`src/rtl/hexscan_pkg.sv`:
```
package hexscan_pkg;

   localparam int unsigned SEG_W = 7;
   localparam int unsigned HEX_W = 4;

   // Returns active-low segment levels, bit 6 = a ... bit 0 = g.
   function automatic logic [SEG_W-1:0] hex_to_seg_n(input logic [HEX_W-1:0] nib);
      logic [SEG_W-1:0] lit;
      unique case (nib)
         4'h0: lit = 7'b1111110;
         4'h1: lit = 7'b0110000;
         4'h2: lit = 7'b1101101;
         4'h3: lit = 7'b1111001;
         4'h4: lit = 7'b0110011;
         4'h5: lit = 7'b1011011;
         4'h6: lit = 7'b1011111;
         4'h7: lit = 7'b1110000;
         4'h8: lit = 7'b1111111;
         4'h9: lit = 7'b1111011;
         4'hA: lit = 7'b1110111;
         4'hB: lit = 7'b0011111;
         4'hC: lit = 7'b1001110;
         4'hD: lit = 7'b0111101;
         4'hE: lit = 7'b1001111;
         default: lit = 7'b1000111;
      endcase
      return ~lit;
   endfunction

endpackage

```
`src/rtl/hexscan_div.sv`:
```
// Free-running prescaler; only the bits up to and including the tap exist.
module hexscan_div #(
   parameter int unsigned TAP = 17
) (
   input  logic         clk,
   input  logic         clr,
   output logic [TAP:0] phase
);

   always_ff @(posedge clk or posedge clr) begin
      if (clr) phase <= '0;
      else     phase <= phase + 1'b1;
   end

endmodule

```
`src/rtl/hexscan_ptr.sv`:
```
// Digit pointer: wrapping up-counter with asynchronous clear.
module hexscan_ptr #(
   parameter int unsigned PTR_W = 2
) (
   input  logic             clk,
   input  logic             clr,
   input  logic             adv,
   output logic [PTR_W-1:0] ptr
);

   always_ff @(posedge clk or posedge clr) begin
      if (clr)      ptr <= '0;
      else if (adv) ptr <= ptr + 1'b1;
   end

endmodule

```
`src/rtl/hexscan_sel.sv`:
```
// Position-to-anode encoder (reversed order) with enable gating and nibble mux.
module hexscan_sel #(
   parameter int unsigned NDIG  = 4,
   parameter int unsigned NIB_W = 4,
   parameter int unsigned PTR_W = 2
) (
   input  logic [PTR_W-1:0]      ptr,
   input  logic [NDIG*NIB_W-1:0] value,
   input  logic [NDIG-1:0]       en,
   output logic [NDIG-1:0]       anode,
   output logic [NIB_W-1:0]      nib
);

   logic [NDIG-1:0] hit;

   for (genvar g = 0; g < NDIG; g++) begin : g_slot
      localparam logic [PTR_W-1:0] POS = PTR_W'(NDIG - 1 - g);
      assign hit[g]   = (ptr == POS);
      assign anode[g] = hit[g] & en[g];
   end

   always_comb begin
      nib = '0;
      for (int i = 0; i < NDIG; i++) begin
         if (hit[i]) nib = value[i*NIB_W +: NIB_W];
      end
   end

endmodule

```
`src/rtl/hexscan_top.sv`:
```
module hexscan_top #(
   parameter int unsigned DIV_W = 24,
   parameter int unsigned TAP   = 17,
   parameter int unsigned NDIG  = 4
) (
   input  logic                                   clk,
   input  logic                                   clr,
   input  logic [NDIG*hexscan_pkg::HEX_W-1:0]     value,
   input  logic [NDIG-1:0]                        dig_en,
   output logic [NDIG-1:0]                        anode,
   output logic [hexscan_pkg::SEG_W-1:0]          seg_n
);
   import hexscan_pkg::*;

   localparam int unsigned PTR_W = (NDIG > 1) ? $clog2(NDIG) : 1;
   localparam logic [TAP:0] PRE_PH = {1'b0, {TAP{1'b1}}};

   if (TAP < 1 || TAP >= DIV_W) begin : g_bad_tap
      $error("hexscan_top: TAP must lie in 1..DIV_W-1");
   end
   if (NDIG < 2 || (1 << PTR_W) != NDIG) begin : g_bad_ndig
      $error("hexscan_top: NDIG must be a power of two, at least 2");
   end

   logic [TAP:0]       phase;
   logic               adv;
   logic [PTR_W-1:0]   ptr_q;
   logic [HEX_W-1:0]   nib;

   hexscan_div #(.TAP(TAP)) div_i (
      .clk   (clk),
      .clr   (clr),
      .phase (phase)
   );

   // Step on the edge where the tap bit rises.
   assign adv = (phase == PRE_PH);

   hexscan_ptr #(.PTR_W(PTR_W)) ptr_i (
      .clk (clk),
      .clr (clr),
      .adv (adv),
      .ptr (ptr_q)
   );

   hexscan_sel #(.NDIG(NDIG), .NIB_W(HEX_W), .PTR_W(PTR_W)) sel_i (
      .ptr   (ptr_q),
      .value (value),
      .en    (dig_en),
      .anode (anode),
      .nib   (nib)
   );

   assign seg_n = hex_to_seg_n(nib);

endmodule

```
`config.mk`:
```
export PLATFORM = sky130hd
export DESIGN_NAME = hexscan_top
export DESIGN_NICKNAME = d
export VERILOG_FILES = /design/src/rtl/hexscan_pkg.sv /design/src/rtl/hexscan_div.sv /design/src/rtl/hexscan_ptr.sv /design/src/rtl/hexscan_sel.sv /design/src/rtl/hexscan_top.sv
export SDC_FILE = /design/constraint.sdc
export NUM_CORES = 1
export LEC_CHECK = 0
export BUFFER_PORTS_ARGS = -buffer_cell sky130_fd_sc_hd__buf_4
export CORE_ASPECT_RATIO = 1.4
export CORE_MARGIN = 2
export CORE_UTILIZATION = 35
export CTS_BUF_LIST = sky130_fd_sc_hd__clkbuf_8 sky130_fd_sc_hd__clkbuf_16
export DETAILED_ROUTE_END_ITERATION = 10
export SYNTH_ARGS = -nofsm -noshare
export SYNTH_HDL_FRONTEND = slang
export SYNTH_SLANG_ARGS = --single-unit
```
`constraint.sdc`:
```
create_clock -name clk -period 2.8 [get_ports clk]
set_input_delay 0.28 -clock clk [delete_from_list [all_inputs] [get_ports clk]]
set_output_delay 0.28 -clock clk [all_outputs]
set_load 0.01 [all_outputs]
```
==> results of run 1 <==
synthesized netlist by cell type:
cell	n	area (um2)
mux2i_1	2	20.0
and4_4	1	11.3
nor2b_1	1	6.26
a31oi_1	1	6.26
o22ai_1	8	50.1
and3_2	2	15.0
a21o_1	1	7.51
and2_1	4	25.0
a22oi_1	2	15.0
o21ai_0	1	5.00
a211oi_2	1	12.5
xnor2_1	10	87.6
nand2_2	1	6.26
o21ai_1	1	5.00
nand4_1	3	18.8
a211o_1	1	8.76
nor2_2	1	6.26
mux2_2	2	22.5
xor2_1	7	61.3
or3_1	1	6.26
a21boi_0	1	7.51
nor3_4	1	16.3
nand3b_1	1	7.51
nand2b_1	2	12.5
nor2_1	9	33.8
buf_4	1	7.51
nor3b_1	1	7.51
ha_1	12	150
nand4_4	1	21.3
a21oi_1	4	20.0
mux2_4	1	15.0
nand2_1	6	22.5
a221oi_2	1	15.0
dfrtp_1	20	500
nand3_1	7	35.0
inv_1	12	45.0
power groups by stage:
| stage | clock network (uW) | logic (uW) | registers, uW |
|---|---|---|---|
| after global routing | 236 | 95.8 | 289 |
| after detailed placement | 0 | 86.6 | 294 |
| after floorplan | 0 | 41.7 | 294 |
| after global placement | 0 | 85.0 | 294 |
| after CTS | 225 | 87.2 | 289 |
| final | 217 | 88.7 | 289 |
stage by stage:
step,power (uW),util
after CTS,601,0.473
final,595,0.481
after floorplan,336,-
after global placement,379,0.445
after global routing,621,0.481
after detailed placement,381,0.445
final cells by class:
class	instances	area share
Clock buffer	4	0.0317
Sequential cell	20	0.288
Timing Repair Buffer	37	0.160
Inverter	12	0.0259
Tap cell	42	0.0302
Multi-Input combinational cell	98	0.464
cell usage in the layout, fill, tap and decap left out, drive strengths merged:
cell and instances:
a21oi 4, xor2 7, inv 12, nand3 7, nor2b 1, nor2 10, a21o 1, nand2b 2
nor3b 1, o21ai 2, nand3b 1, mux2 3, a211oi 1, a22oi 2, ha 12, a31oi 1
a211o 1, dfrtp 20, and3 2, a221oi 1, a21boi 1, nand2 7, buf 37, nand4 4
or3 1, xnor2 10, and4 1, mux2i 2, nor3 1, clkbuf 4, o22ai 8, and2 4
metal layers:
metal,wire length (um),vias to the layer above
met5,0,-
met4,83,0
met3,106,6
met2,1340,28
met1,1110,484
li1,-,535
kinds of logic after synthesis:
| kind of cell | after synthesis | share of synthesized area |
|---|---|---|
| AND/OR/NAND/NOR | 42 | 0.191 |
| AO/OA/AOI/OAI | 22 | 0.116 |
| flip-flops | 20 | 0.381 |
| XOR/XNOR | 17 | 0.113 |
| buffers and inverters | 13 | 0.0400 |
| adder cells (fa/ha/maj) | 12 | 0.114 |
| multiplexers | 5 | 0.0438 |
repair_timing:
item,4_1_cts,5_1_grt
hold buffers,0,0
pin swaps,0,3
gates resized for setup,6,9
buffers inserted,3,1
setup endpoints to repair,5,3
worst max-delay path: cells and delay by family (launching register included):
kind / cells / cell delay, ps
mux: 1 / 280
buf+inv: 4 / 450
simple gates: 1 / 90
flops: 1 / 410
compound gates: 3 / 450
fa+ha+maj: 2 / 430
path summary, 6_finish.rpt:
check	startpoint	to	slack [ps]	cells after the start
min in group clk	div_i.phase[17]	div_i.phase[17]	470	1
setup reg to reg	div_i.phase[7]	ptr_i.ptr[1]	1240	5
hold reg to reg	div_i.phase[17]	div_i.phase[17]	470	1
setup / recovery	ptr_i.ptr[0]	seg_n[0]	120	11
hold / removal	clr	div_i.phase[8]	140	2
max in group asynchronous	clr	div_i.phase[4]	2200	2
state kept, by name, indices dropped and copies added (netlist names):
signal and cells:
ptr_i.ptr 2, div_i.phase 18
==> metrics.txt, run 1 <==
Final setup viols 0; layout cells sized above 1 0.380; CP Cell Sequence buf_4 > ha_2 > nand2b_4 > o22ai_1 > a21o_1 > inv_2 > ha_2 > inv_1 > mux2_2 > o22ai_1 > buf_4; via count 1053; CTS tree yes; CTS clock-pin slew for the worst setup and hold paths 70 ps; run status complete, no violations; area of the multi-input gates 807 um2; fin. max-slew vios 0; first-pass GRT wire length 4360 um; GR Util met3 0.0187; Initial Utilization 0.364; Peak Freq 374 MHz; Final ANT Viol Nets 0; GP Congestion 0.887; Die Width 55.8 um; DRT Pass-1 Iters 4; Root Buffer Master clkbuf_8; Final Skew 4.26 ps; flops & latches, synth 20; total gr overflow 0; met2 Use GR 0.227; Hold Crit Class in2async; Seq/Total Area, Yosys 0.381; Num CTS Buffers 3; fin cells 213; DRC 0; Top Usage Layer GRT met2; Critical Path AT 2400 ps; slowest stage cell, crit path dfrtp_1; Post-Syn Nets 165; max-slew headroom at the worst pin 0.517; Static Leak 0.000897 uW; pre-CTS WS 159 ps; P&R area growth vs syn 32.3%; total negative slack 0 ps; clock share of power 0.365; Total GRT Usage 0.126; minimum clock period 2680 ps; Layout fillers 342; antenna violations before repair 0; Vias/cell 4.94; placed cell area 1610 um2; clock latency at the later pin of the worst-skew pair 260 ps; Worst-Margin Slew 724 ps; Placed Cells incl. Taps 205; met1 Use GR 0.138; kind of critical path reg2out; vias in the first global route 1040; worst stage delay on the critical path 410 ps; crit share post-route 0.956; # rows 26; chip height 76.5 um; DRT iter0 DRCs 24; WHS 142 ps; final instance area 1740 um2; worst path required time 2520 ps; Port Buf Inserts 32; switching share of power 0.224; CTS sink count 20; dpl hpwl 2000 um; pin count of the biggest net entering global routing 21; Final Worst Setup Slack 124 ps; CTS max path bufs 2; peak supply drop 0.000304 V; critical path endpoint category primary output; Syn Inst Count 131; crit path max fanout 6; n_diodes 0; full die area 4270 um2; P_sw 133 uW; Ys Warns 0; number of I/O pins 33; # H-tree levels 1; CP Launch Type flip-flop; max cap viols 0; RSZ-0062 raised after global routing yes; Final #Nets 206; internal power 462 uW; Final Hold Vio Count 0; Sequential Power Share 0.485; routed length per instance 12.4 um; Seq. cell area 500 um2; Cell variety after synth 36; core area 3610 um2; WL final 2630 um; synthesized area 1310 um2; mean post-synth cell area 10.0 um2; Logic pwr share 0.149; power density cells 342 nW/um2
Note: power is estimated with default switching activity, not from simulation.
==> run 2, diff against run 1 <==
--- a/config.mk
+++ b/config.mk
@@ -11,6 +11,8 @@
 export CORE_UTILIZATION = 35
 export CTS_BUF_LIST = sky130_fd_sc_hd__clkbuf_8 sky130_fd_sc_hd__clkbuf_16
 export DETAILED_ROUTE_END_ITERATION = 10
+export PLACE_DENSITY = 0.65
 export SYNTH_ARGS = -nofsm -noshare
 export SYNTH_HDL_FRONTEND = slang
 export SYNTH_SLANG_ARGS = --single-unit
+export TNS_END_PERCENT = 5
==> constraint.sdc (replaced) <==
create_clock -name clk -period 2.9 [get_ports clk]
set_input_delay 0.29 -clock clk [delete_from_list [all_inputs] [get_ports clk]]
set_output_delay 0.29 -clock clk [all_outputs]
set_load 0.01 [all_outputs]
==> run 2 against run 1 <==
Cell count shrank 1.9%. Largest cell class unchanged. Critical endpoint unchanged. Utilization decreased by 1.4 points. Worst hold slack gained 26 ps. Sequential power is 3% lower. Setup slack improved by 43 ps. Total power down 3.8%. Highest routed layer unchanged.
==> metrics.txt, run 2 (synthesis gave the netlist of run 1 again) <==
met1 Use GR 0.121 (was 0.138); most frequent cells in the layout 33 x buf_4, 20 x dfrtp_1, 11 x inv_1 (was 37 x buf_4, 20 x dfrtp_1, 10 x xnor2_1); CTS tree yes (unchanged); Port Buf Inserts 32 (unchanged); max-slew headroom at the worst pin 0.492 (was 0.517); number of I/O pins 33 (unchanged); total negative slack 0 ps (unchanged); CTS clock-pin slew for the worst setup and hold paths 70 ps (about the same); Num CTS Buffers 3 (unchanged); r2r worst-path depth 5 (unchanged); chip height 76.5 um (unchanged); Final ANT Viol Nets 0 (unchanged); full die area 4270 um2 (unchanged); RSZ-0062 raised after global routing yes (unchanged); Final Hold Vio Count 0 (unchanged); fin. max-slew vios 0 (unchanged); Crit Reg-Reg Startpoint div_i.phase[7] (unchanged); critical path endpoint category primary output (unchanged); biggest regs div_i.phase: 18 flops, ptr_i.ptr: 2 flops (unchanged); clock latency at the later pin of the worst-skew pair 260 ps (about the same); n_diodes 0 (unchanged); Worst-Margin Slew 762 ps (was 724 ps); Critical Path AT 2440 ps (was 2400 ps); crit share post-route 0.943; placed cell area 1610 um2 (unchanged); Hold Crit Class in2async (unchanged); Vias/cell 5.08 (was 4.94); peak supply drop 0.000268 V (was 0.000304 V); run status complete, no violations (unchanged); P&R area growth vs syn 28.5% (was 32.3%); Total GRT Usage 0.128 (was 0.126); WL final 2700 um (was 2630 um); # H-tree levels 1 (unchanged); minimum clock period 2730 ps; Setup Buffers After CTS 0 (was 3); crit path max fanout 7 (was 6); CTS sink count 20 (unchanged); DRT Pass-1 Iters 4 (unchanged); vias in the first global route 1098 (was 1040); final core utilization 0.467 (was 0.481); CTS max path bufs 2 (unchanged); core area 3610 um2 (unchanged); antenna violations before repair 0 (unchanged); slowest stage cell, crit path dfrtp_1 (unchanged); routed length per instance 12.9 um (was 12.4 um); Die Width 55.8 um (unchanged); # rows 26 (unchanged); DRT iter0 DRCs 41 (was 24); Final #Nets 202 (was 206); Initial Utilization 0.364 (unchanged); layout cells sized above 1 0.335 (was 0.380); met2 Use GR 0.248 (was 0.227); commonest non-fill, non-tap cell in the layout buf_4 (unchanged); max reg flops 18 (unchanged); Top Usage Layer GRT met2 (unchanged); reg-to-reg slack, setup 1320 ps (was 1240 ps); Largest Register div_i.phase (unchanged); Layout fillers 339 (was 342); Crit Reg-Reg Endpoint ptr_i.ptr[1] (unchanged); Root Buffer Master clkbuf_8 (unchanged); total gr overflow 0 (unchanged); Final setup viols 0 (unchanged); kind of critical path reg2out (unchanged); Static Leak 0.000868 uW (was 0.000897 uW); CP Launch Type flip-flop (unchanged); via count 1061 (was 1053); DRC 0 (unchanged); GR Util met3 0.0272 (was 0.0187); final instance area 1690 um2 (was 1740 um2); worst path required time 2610 ps (was 2520 ps); Final Skew 2.66 ps (was 4.26 ps); max cap viols 0 (unchanged); CP Cell Sequence inv_1 > ha_2 > nor2b_2 > a22oi_1 > a21oi_2 > ha_2 > inv_1 > mux2_2 > o22ai_1 > buf_4 (was buf_4 > ha_2 > nand2b_4 > o22ai_1 > a21o_1 > inv_2 > ha_2 > inv_1 > mux2_2 > o22ai_1 > buf_4); GP Congestion 0.897 (was 0.887); dpl hpwl 2090 um (was 2000 um); first-pass GRT wire length 4440 um (was 4360 um); Peak Freq 366 MHz; worst stage delay on the critical path 410 ps (about the same); pin count of the biggest net entering global routing 21 (unchanged); power density cells 339 nW/um2 (was 342 nW/um2)
-- run 2: where the power goes --
part | switching [uW] | internal, uW | total [uW]
logic | 39.6 | 45.0 | 84.7
registers | 0 | 279 | 279
clock network | 88.0 | 121 | 209
-- run 2: cell type report --
| class | count | area [um2] | share of cell area |
|---|---|---|---|
| inverters | 12 | 45.0 | 0.0267 |
| flip-flops and latches | 20 | 500 | 0.297 |
| well taps | 42 | 52.6 | 0.0311 |
| repair buffers | 33 | 248 | 0.147 |
| clock buffers | 4 | 55.1 | 0.0326 |
| multi-input cells | 98 | 787 | 0.466 |
-- run 2: layer usage --
layer,vias to the layer above,routed length [um]
met4,0,48
met1,492,1050
li1,521,-
met3,5,204
met5,-,0
met2,43,1390
-- run 2: critical path, delay by kind of cell (launching register included) --
kind,cells,cell delay (ps)
buffers and inverters,3,320
adders and majority gates,2,520
and+or+nand+nor,1,160
AOI/OAI and AO/OA,3,510
muxes,1,260
DFF,1,410
-- run 2: per-stage QoR --
stage               setup slack, ps  power [uW]  std cells  hold WS (ps)
finish                          166         572        209           168
global route                  0.356         598        209           225
CTS                            5.71         580        209           188
detailed placement              226         368        205           458
global placement                302         366        205           451
floorplan                       579         324        131           254
-- run 2: how the worst max path moves through the flow --
stage	start	end	slack, ps
2_1_floorplan	ptr_i.ptr[0]	seg_n[0]	580
3_5_place_dp	ptr_i.ptr[0]	seg_n[0]	230
6_report	ptr_i.ptr[0]	seg_n[0]	170
4_1_cts	ptr_i.ptr[0]	seg_n[0]	6
5_1_grt	ptr_i.ptr[0]	seg_n[3]	0.4
3_3_place_gp	ptr_i.ptr[0]	seg_n[0]	300
-- run 2: what timing repair did --
| item | in CTS | in global routing |
|---|---|---|
| gates resized for setup | 1 | 7 |
| pin swaps | 0 | 1 |
| hold buffers | 0 | 0 |
| endpoints found under the setup margin | 2 | 4 |
